--- src/rtl/gpio_bank_pkg.sv ---
package gpio_bank_pkg;
  localparam logic [7:0] A_STAT     = 8'h18;
  localparam logic [7:0] A_IEN      = 8'h1C;
  localparam logic [7:0] A_DIR      = 8'h34;
  localparam logic [7:0] A_DIN      = 8'h38;
  localparam logic [7:0] A_DOUT     = 8'h3C;
  localparam logic [7:0] A_DET_LO   = 8'h40;
  localparam logic [7:0] A_DET_HI   = 8'h44;
  localparam logic [7:0] A_DET_RISE = 8'h48;
  localparam logic [7:0] A_DET_FALL = 8'h4C;
  localparam logic [7:0] A_IEN_CLR  = 8'h60;
  localparam logic [7:0] A_IEN_SET  = 8'h64;
  localparam logic [7:0] A_WK_CLR   = 8'h80;
  localparam logic [7:0] A_WK_SET   = 8'h84;
  localparam logic [7:0] A_DOUT_CLR = 8'h90;
  localparam logic [7:0] A_DOUT_SET = 8'h94;

  typedef struct packed {
    logic lo;
    logic hi;
    logic rise;
    logic fall;
  } trig_cfg_t;

  // level condition present on the synchronised sample
  function automatic logic level_hit(trig_cfg_t c, logic cur);
    return (c.lo & ~cur) | (c.hi & cur);
  endfunction

  // transition between previous and current synchronised samples
  function automatic logic edge_hit(trig_cfg_t c, logic cur, logic prev);
    return (c.rise & cur & ~prev) | (c.fall & ~cur & prev);
  endfunction

  // sticky status: an event wins over a clear in the same cycle
  function automatic logic next_stat(logic q, logic clr, logic hit);
    return (q & ~clr) | hit;
  endfunction
endpackage

--- src/rtl/gpio_in_sync.sv ---
module gpio_in_sync #(
  parameter int W      = 32,
  parameter int STAGES = 2
) (
  input  logic         clk,
  input  logic         rst_n,
  input  logic [W-1:0] din,
  output logic [W-1:0] cur,
  output logic [W-1:0] prev
);
  localparam int LAST = STAGES - 1;

  logic [STAGES-1:0][W-1:0] chain;
  logic [W-1:0]             prev_q;

  always_ff @(posedge clk or negedge rst_n) begin
    if (!rst_n) begin
      chain  <= '0;
      prev_q <= '0;
    end else begin
      chain[0] <= din;
      for (int i = 1; i < STAGES; i++) chain[i] <= chain[i-1];
      prev_q <= chain[LAST];
    end
  end

  assign cur  = chain[LAST];
  assign prev = prev_q;
endmodule

--- src/rtl/gpio_ctl_regs.sv ---
module gpio_ctl_regs
  import gpio_bank_pkg::*;
#(
  parameter int W = 32
) (
  input  logic         clk,
  input  logic         rst_n,
  input  logic         wr_en,
  input  logic [7:0]   addr,
  input  logic [W-1:0] wd,
  output logic [W-1:0] dir_q,
  output logic [W-1:0] dout_q,
  output logic [W-1:0] ien_q,
  output logic [W-1:0] wken_q,
  output logic [W-1:0] det_lo_q,
  output logic [W-1:0] det_hi_q,
  output logic [W-1:0] det_rise_q,
  output logic [W-1:0] det_fall_q
);
  function automatic logic [W-1:0] upd(logic [W-1:0] q, logic [W-1:0] m, logic set_bits);
    return set_bits ? (q | m) : (q & ~m);
  endfunction

  always_ff @(posedge clk or negedge rst_n) begin
    if (!rst_n) begin
      dir_q      <= '1;
      dout_q     <= '0;
      ien_q      <= '0;
      wken_q     <= '0;
      det_lo_q   <= '0;
      det_hi_q   <= '0;
      det_rise_q <= '0;
      det_fall_q <= '0;
    end else if (wr_en) begin
      case (addr)
        A_DIR:      dir_q      <= wd;
        A_DOUT:     dout_q     <= wd;
        A_DOUT_SET: dout_q     <= upd(dout_q, wd, 1'b1);
        A_DOUT_CLR: dout_q     <= upd(dout_q, wd, 1'b0);
        A_IEN:      ien_q      <= wd;
        A_IEN_SET:  ien_q      <= upd(ien_q, wd, 1'b1);
        A_IEN_CLR:  ien_q      <= upd(ien_q, wd, 1'b0);
        A_WK_SET:   wken_q     <= upd(wken_q, wd, 1'b1);
        A_WK_CLR:   wken_q     <= upd(wken_q, wd, 1'b0);
        A_DET_LO:   det_lo_q   <= wd;
        A_DET_HI:   det_hi_q   <= wd;
        A_DET_RISE: det_rise_q <= wd;
        A_DET_FALL: det_fall_q <= wd;
        default: ;
      endcase
    end
  end
endmodule

--- src/rtl/gpio_evt_status.sv ---
module gpio_evt_status
  import gpio_bank_pkg::*;
#(
  parameter int W = 32
) (
  input  logic         clk,
  input  logic         rst_n,
  input  logic [W-1:0] cur,
  input  logic [W-1:0] prev,
  input  logic [W-1:0] det_lo,
  input  logic [W-1:0] det_hi,
  input  logic [W-1:0] det_rise,
  input  logic [W-1:0] det_fall,
  input  logic [W-1:0] clr,
  output logic [W-1:0] status,
  output logic [W-1:0] hit,
  output logic [W-1:0] lvl_hit
);
  logic [W-1:0] nxt;

  for (genvar g = 0; g < W; g++) begin : g_pin
    trig_cfg_t cfg;
    assign cfg        = '{lo: det_lo[g], hi: det_hi[g], rise: det_rise[g], fall: det_fall[g]};
    assign lvl_hit[g] = level_hit(cfg, cur[g]);
    assign hit[g]     = lvl_hit[g] | edge_hit(cfg, cur[g], prev[g]);
    assign nxt[g]     = next_stat(status[g], clr[g], hit[g]);
  end

  always_ff @(posedge clk or negedge rst_n) begin
    if (!rst_n) status <= '0;
    else        status <= nxt;
  end
endmodule

--- src/rtl/gpio_irq_bank.sv ---
module gpio_irq_bank
  import gpio_bank_pkg::*;
#(
  parameter int NPINS       = 32,
  parameter int SYNC_STAGES = 2
) (
  input  logic             clk,
  input  logic             rst_n,
  input  logic             wr_en,
  input  logic [7:0]       addr,
  input  logic [31:0]      wdata,
  output logic [31:0]      rdata,
  input  logic [NPINS-1:0] pad_in,
  output logic [NPINS-1:0] pad_out,
  output logic [NPINS-1:0] pad_oe,
  output logic             irq_out,
  output logic             wake_out
);
  logic [NPINS-1:0] wd;
  logic [NPINS-1:0] dir_q, dout_q, ien_q, wken_q;
  logic [NPINS-1:0] det_lo_q, det_hi_q, det_rise_q, det_fall_q;
  logic [NPINS-1:0] s_cur, s_prev;
  logic [NPINS-1:0] status_q, hit_vec, lvl_hit_vec, stat_clr;
  logic [31:0]      unused_hi;

  assign wd        = wdata[NPINS-1:0];
  assign unused_hi = wdata;
  assign stat_clr  = (wr_en && addr == A_STAT) ? wd : '0;

  gpio_in_sync #(.W(NPINS), .STAGES(SYNC_STAGES)) u_sync (
    .clk(clk), .rst_n(rst_n), .din(pad_in), .cur(s_cur), .prev(s_prev)
  );

  gpio_ctl_regs #(.W(NPINS)) u_regs (
    .clk(clk), .rst_n(rst_n), .wr_en(wr_en), .addr(addr), .wd(wd),
    .dir_q(dir_q), .dout_q(dout_q), .ien_q(ien_q), .wken_q(wken_q),
    .det_lo_q(det_lo_q), .det_hi_q(det_hi_q),
    .det_rise_q(det_rise_q), .det_fall_q(det_fall_q)
  );

  gpio_evt_status #(.W(NPINS)) u_stat (
    .clk(clk), .rst_n(rst_n), .cur(s_cur), .prev(s_prev),
    .det_lo(det_lo_q), .det_hi(det_hi_q), .det_rise(det_rise_q), .det_fall(det_fall_q),
    .clr(stat_clr), .status(status_q), .hit(hit_vec), .lvl_hit(lvl_hit_vec)
  );

  always_comb begin
    rdata = '0;
    case (addr)
      A_STAT:                 rdata[NPINS-1:0] = status_q;
      A_IEN, A_IEN_SET,
      A_IEN_CLR:              rdata[NPINS-1:0] = ien_q;
      A_WK_SET, A_WK_CLR:     rdata[NPINS-1:0] = wken_q;
      A_DIR:                  rdata[NPINS-1:0] = dir_q;
      A_DIN:                  rdata[NPINS-1:0] = s_cur;
      A_DOUT, A_DOUT_SET,
      A_DOUT_CLR:             rdata[NPINS-1:0] = dout_q;
      A_DET_LO:               rdata[NPINS-1:0] = det_lo_q;
      A_DET_HI:               rdata[NPINS-1:0] = det_hi_q;
      A_DET_RISE:             rdata[NPINS-1:0] = det_rise_q;
      A_DET_FALL:             rdata[NPINS-1:0] = det_fall_q;
      default:                rdata = '0;
    endcase
  end

  assign pad_out  = dout_q;
  assign pad_oe   = ~dir_q;
  assign irq_out  = |(status_q & ien_q);
  assign wake_out = |(status_q & wken_q);
endmodule

--- config.mk ---
export PLATFORM = sky130hd
export DESIGN_NAME = gpio_irq_bank
export DESIGN_NICKNAME = d
export VERILOG_FILES = /design/src/rtl/gpio_bank_pkg.sv /design/src/rtl/gpio_in_sync.sv /design/src/rtl/gpio_ctl_regs.sv /design/src/rtl/gpio_evt_status.sv /design/src/rtl/gpio_irq_bank.sv
export SDC_FILE = /design/constraint.sdc
export NUM_CORES = 1
export LEC_CHECK = 0
export CAP_MARGIN = 20
export CELL_PAD_IN_SITES_DETAIL_PLACEMENT = 1
export CELL_PAD_IN_SITES_GLOBAL_PLACEMENT = 1
export CORE_ASPECT_RATIO = 0.7
export CORE_MARGIN = 2
export CORE_UTILIZATION = 42
export CTS_CLUSTER_SIZE = 14
export DETAILED_ROUTE_END_ITERATION = 8
export PLACE_DENSITY = 0.76
export SETUP_SLACK_MARGIN = 0.5
export SYNTH_ARGS = -nofsm -noshare
export SYNTH_HDL_FRONTEND = slang
export SYNTH_HIERARCHICAL = 1
export SYNTH_SLANG_ARGS = --single-unit
export TNS_END_PERCENT = 5
--- constraint.sdc ---
create_clock -name clk -period 2.8 [get_ports clk]
set_clock_uncertainty 0.1 [all_clocks]
set_input_delay 0.7 -clock clk [delete_from_list [all_inputs] [get_ports clk]]
set_output_delay 0.7 -clock clk [all_outputs]
set_load 0.01 [all_outputs]
# After elaboration in Yosys (flattened, before gate mapping)
# Index checks and enable logic that the tools add are counted.
dict set report classes {
  n_addsub 0
  n_mul 0
  n_div 0
  order_cmp 0
  n_eq_ne 15
  n_shift 0
  muxes 5
  n_bitwise 458
  reduce_logical 17
}
# cell count
set op_table {}
lappend op_table {{$pmux 32 s10} 1}
lappend op_table {{$and 1x1->1} 224}
lappend op_table {{$pmux 32 s3} 2}
lappend op_table {{$and 32x32->32} 5}
lappend op_table {{$or 1x1->1} 128}
lappend op_table {{$not 1->1} 96}
lappend op_table {{$or 32x32->32} 3}
lappend op_table {{$not 32->32} 2}
lappend op_table {{$pmux 32 s2} 1}
lappend op_table {{$reduce_or 32->1} 2}
lappend op_table {{$eq 8x7->1 const B} 6}
lappend op_table {{$eq 8x8->1 const B} 4}
lappend op_table {{$mux 32} 1}
lappend op_table {{$eq 8x6->1 const B} 3}
lappend op_table {{$eq 8x5->1 const B} 2}
lappend op_table {{$reduce_and 2->1} 8}
lappend op_table {{$reduce_bool 3->1} 2}
lappend op_table {{$reduce_or 3->1} 2}
lappend op_table {{$reduce_bool 2->1} 1}
lappend op_table {{$reduce_or 2->1} 1}
lappend op_table {{$logic_and 1x1->1} 1}
dict set report totals {
  register_bits 384
  latch_bits 0
  ram_bits 0
  romBits 0
  out_inout_bits 98
  wordCells 507
  memories 0
}

# Logic depth before layout (Yosys ltp)
dict set report logic_depth {
  depth_word 6
  mapped_depth 8
  mapped_depth_nobuf 5
}

# Modules after synthesis
# Netlist, hierarchy kept.
# mod n_inst cells_each area_each_um2 seq_area_each_um2
set modules_own_cells {}
lappend modules_own_cells {gpio_ctl_regs 1 779 10281.1 6446.2}
lappend modules_own_cells {gpio_irq_bank 1 465 3124.2 0.0}
lappend modules_own_cells {gpio_in_sync 1 128 2642.5 2402.3}
lappend modules_own_cells {gpio_evt_status 1 256 2282.2 800.8}

# Worst setup path after synthesis
# Ideal clock, no wire load.
dict set report synth_timing {
  path_kind {input to output}
  start {input addr[2]}
  end {output rdata[17]}
  t_arrival_ns 2.110
  required_ns 2.000
  path_slack_ns -0.110
  path_stages 7
  n_path_buf 3
  cell_sequence {buf_2 -> buf_2 -> buf_2 -> mux2i_1 -> o2bb2ai_1 -> a222oi_1 -> nand3_1}
}
dict set report synth_via {
  elab_chain_cells 3
  word_cells_on_any_way 19
}
# item line_no
set synth_rtl {}
lappend synth_rtl {{start: declaration} gpio_irq_bank.sv:10} ;# input logic [7:0] addr,
lappend synth_rtl {{$eq 8x6->1 (tied with other cells)} gpio_irq_bank.sv:49} ;# case (addr)
lappend synth_rtl {{$reduce_or 3->1 or $reduce_or 2->1 (tied branches)} gpio_irq_bank.sv:49}
lappend synth_rtl {{$pmux 32 s10 (*)} gpio_irq_bank.sv:49}
lappend synth_rtl {{end: declaration} gpio_irq_bank.sv:12} ;# output logic [31:0] rdata,
# Every way passes the cells marked *; elsewhere a longest branch is shown, timed or not.

# Worst setup path after layout
dict set report layout_timing {
  start {input addr[4]}
  end {output rdata[20]}
}
# The elaborated chain is that of the path after synthesis.

==> impl_metrics.ini <==
[die]
rows = 63
io_pins = 173
die_x_um = 250.4
die_y_um = 176.5
coreArea_sq_um = 42170
die-area_sq_um = 44190
initial_core_util_pct = 42.33

[critical_path]
critPathMaxFanout = 8
r2r_start = u_regs/ien_q[14]
reg2reg_depth = 3
rrSetupSlack_ns = 1.49
start_kind = input pin
path_class = input pin to primary output
critPathRequiredTime_ns = 2.00
end_kind = primary output
rr_endpoint = u_regs/ien_q[14]
worstPathArrival_ns = 2.48

[power]
p_switching_w = 0.003710
seqPwrFrac_pct = 46.1
comb_power_share_pct = 12.2
p_per_area_nw_per_um2 = 599.6
p_clk_share_pct = 41.7
p_leak_nw = 10.37
p_int_w = 0.01027
ir_drop_mv = 0.4550
swShare_pct = 26.53

[timing]
worst_pin_slew_ns = 0.7492
hold_viol = 0
setup_viol = 34
fmax_ghz = 0.3047
min_period_over_period_pct = 117.2
period_minus_slack_ns = 3.282
slew_violations = 0
setup_ws_ns = -0.4820
grt_setup_unrepaired = yes
slew_headroom_pct = 50.05

[cts]
insertion_delay_ns = 0.55
cts_tree = built
cts.htree.levels = 2
cts_buffers = 40
numClockSinks = 384
clkTransAtPathRegs_ns = 0.06
root_buffer = clkbuf_16
clk_path_buf_depth = 3

[routing]
route.vias.total = 15297
drt-pass1-iter-count = 7
routed_via_density = 6.390
wirelength_um = 70080
drt-initial-drc-count = 1706
final_antenna_net_count = 0
drc = 0
wl_per_cell_um = 29.27

[global_route]
grt.busiest_layer = met2
grt_use_met2_pct = 48.00
grt_antenna_before_repair = 5
grt_max_degree = 79
grt_pass1_vias = 15835
grt-ovfl-total = 0
met1_usage_pct = 43.90
grt.total_usage_pct = 31.01
use_met3_pct = 6.605
grt_pass1_wl_um = 103100

[synth]
ys_warn_count = 6
synth_nets = 1639
synthCells = 1564
avgSynthCellArea_sq_um = 11.41
synth_area_sq_um = 17850

[cells_and_area]
fillers = 4301
final_core_util_pct = 55.29
drive_gt1_share_pct = 31.88
syn2layout_area_growth_pct = 30.64
num-nets-final = 1885

[placement]
hpwlAfterDp_um = 46990
port_buffers = 172
gp_congestion = 0.9771
place_ws_ns = -1.336

[run]
drv_cap = 0

[run_status]
outcome = complete, but fails checks
violations = setup timing

[worst_hold_path]
hold_path_class = input pin to asynchronous set/reset pin
==> repair_timing <==
| item | 4_1_cts | 5_1_grt |
|---|---|---|
| endpoints found under the setup margin | 350 | 161 |
| hold buffers | 0 | 0 |
| resized for setup | 308 | 100 |
| pin swaps | 53 | 34 |
| buffers inserted | 15 | 5 |
| gates cloned | 4 | 2 |
==> cell usage in the layout, fill, tap and decap left out, types with 10 or more instances in the layout <==
| master | count |
|---|---|
| a22oi_2 | 24 |
| a21oi_1 | 71 |
| mux2_4 | 68 |
| a211oi_1 | 32 |
| nand3_2 | 12 |
| o22ai_1 | 40 |
| and3_1 | 35 |
| nand3_1 | 10 |
| buf_12 | 37 |
| nand4_1 | 10 |
| buf_6 | 28 |
| dlygate4sd2_1 | 64 |
| dfrtp_1 | 339 |
| o311ai_0 | 28 |
| clkbuf_16 | 43 |
| dfstp_2 | 32 |
| dfrtp_2 | 13 |
| a222oi_1 | 28 |
| mux2_2 | 88 |
| o2bb2ai_1 | 15 |
| a22oi_1 | 68 |
| nor2b_1 | 35 |
| clkdlybuf4s50_1 | 64 |
| mux2i_1 | 32 |
| nand2_1 | 98 |
| nor2_1 | 29 |
| buf_2 | 26 |
| nor3b_1 | 35 |
| buf_4 | 126 |
| a21oi_2 | 18 |
| clkbuf_8 | 10 |
| o21ai_0 | 40 |
| inv_1 | 70 |
| a31oi_1 | 64 |
| nand4b_1 | 10 |
==> registers in the layout, indices dropped and copies added, names as in the netlist, named ones only <==
register           count
u_regs/ien_q          32
u_regs/det_hi_q       32
u_regs/det_fall_q     32
u_sync/cur            32
u_sync/prev           32
u_regs/det_lo_q       32
u_regs/det_rise_q     32
u_sync/chain          32
u_regs/dir_q          32
u_regs/dout_q         32
u_stat/status         32
==> metal layers <==
metal  wire, um  vias to the layer above
li1           -                     6306
met1      30200                     7998
met2      31390                      853
met3       6403                      134
met4       2044                        6
met5         46                        -
==> stage by stage <==
stage / instances / hold WS [ns] / area [sq um] / power, W / setup TNS [ns]
after floorplan: 1564 / 0.2312 / 17980 / 0.007079 / -0.6674
after CTS: 2386 / 0.09668 / 22840 / 0.01394 / -14.72
after global routing: 2394 / 0.1117 / 23320 / 0.01444 / -14.77
final: 2394 / 0.06313 / 23320 / 0.01398 / -13.56
after detailed placement: 2294 / 0.2363 / 21140 / 0.008153 / -124.41
after global placement: 2294 / 0.2323 / 21140 / 0.008065 / -113.56
==> final cells by class <==
cell class                      instances  area (sq um)  area share (%)
Clock inverter                         15         235.2           1.009
Sequential cell                       384          9666           41.45
Tap cell                              552         690.7           2.962
Inverter                               71         266.5           1.143
Antenna cell                            1         2.502         0.01073
Timing Repair Buffer                  359          3611           15.49
Multi-Input combinational cell        954          7657           32.84
Clock buffer                           58          1190           5.103
==> worst max-delay path: stages <==
cell	delay, ns
buf_6	0.09
buf_6	0.13
or4b_4	0.63
nor2_8	0.14
buf_12	0.15
a22oi_1	0.12
o22ai_1	0.18
nand4b_1	0.16
buf_2	0.15
==> worst max-delay path by stage <==
stage / slack (ns) / to / cells after the start / start
after floorplan: -0.04 / rdata[12] / 7 / addr[4]
after global placement: -1.26 / rdata[25] / 9 / addr[1]
after detailed placement: -1.34 / rdata[13] / 10 / addr[7]
after CTS: -0.52 / rdata[23] / 10 / addr[7]
after global routing: -0.51 / rdata[20] / 10 / addr[7]
final: -0.48 / rdata[20] / 9 / addr[4]
==> power by group through the flow <==
stage	clock network (W)	logic [W]	registers, W
after floorplan	0	0.000744	0.00634
final	0.00584	0.00170	0.00645
after CTS	0.00591	0.00161	0.00642
after global placement	0	0.00158	0.00648
after detailed placement	0	0.00165	0.00650
after global routing	0.00613	0.00183	0.00648
Note: power is estimated with default switching activity, not from simulation.
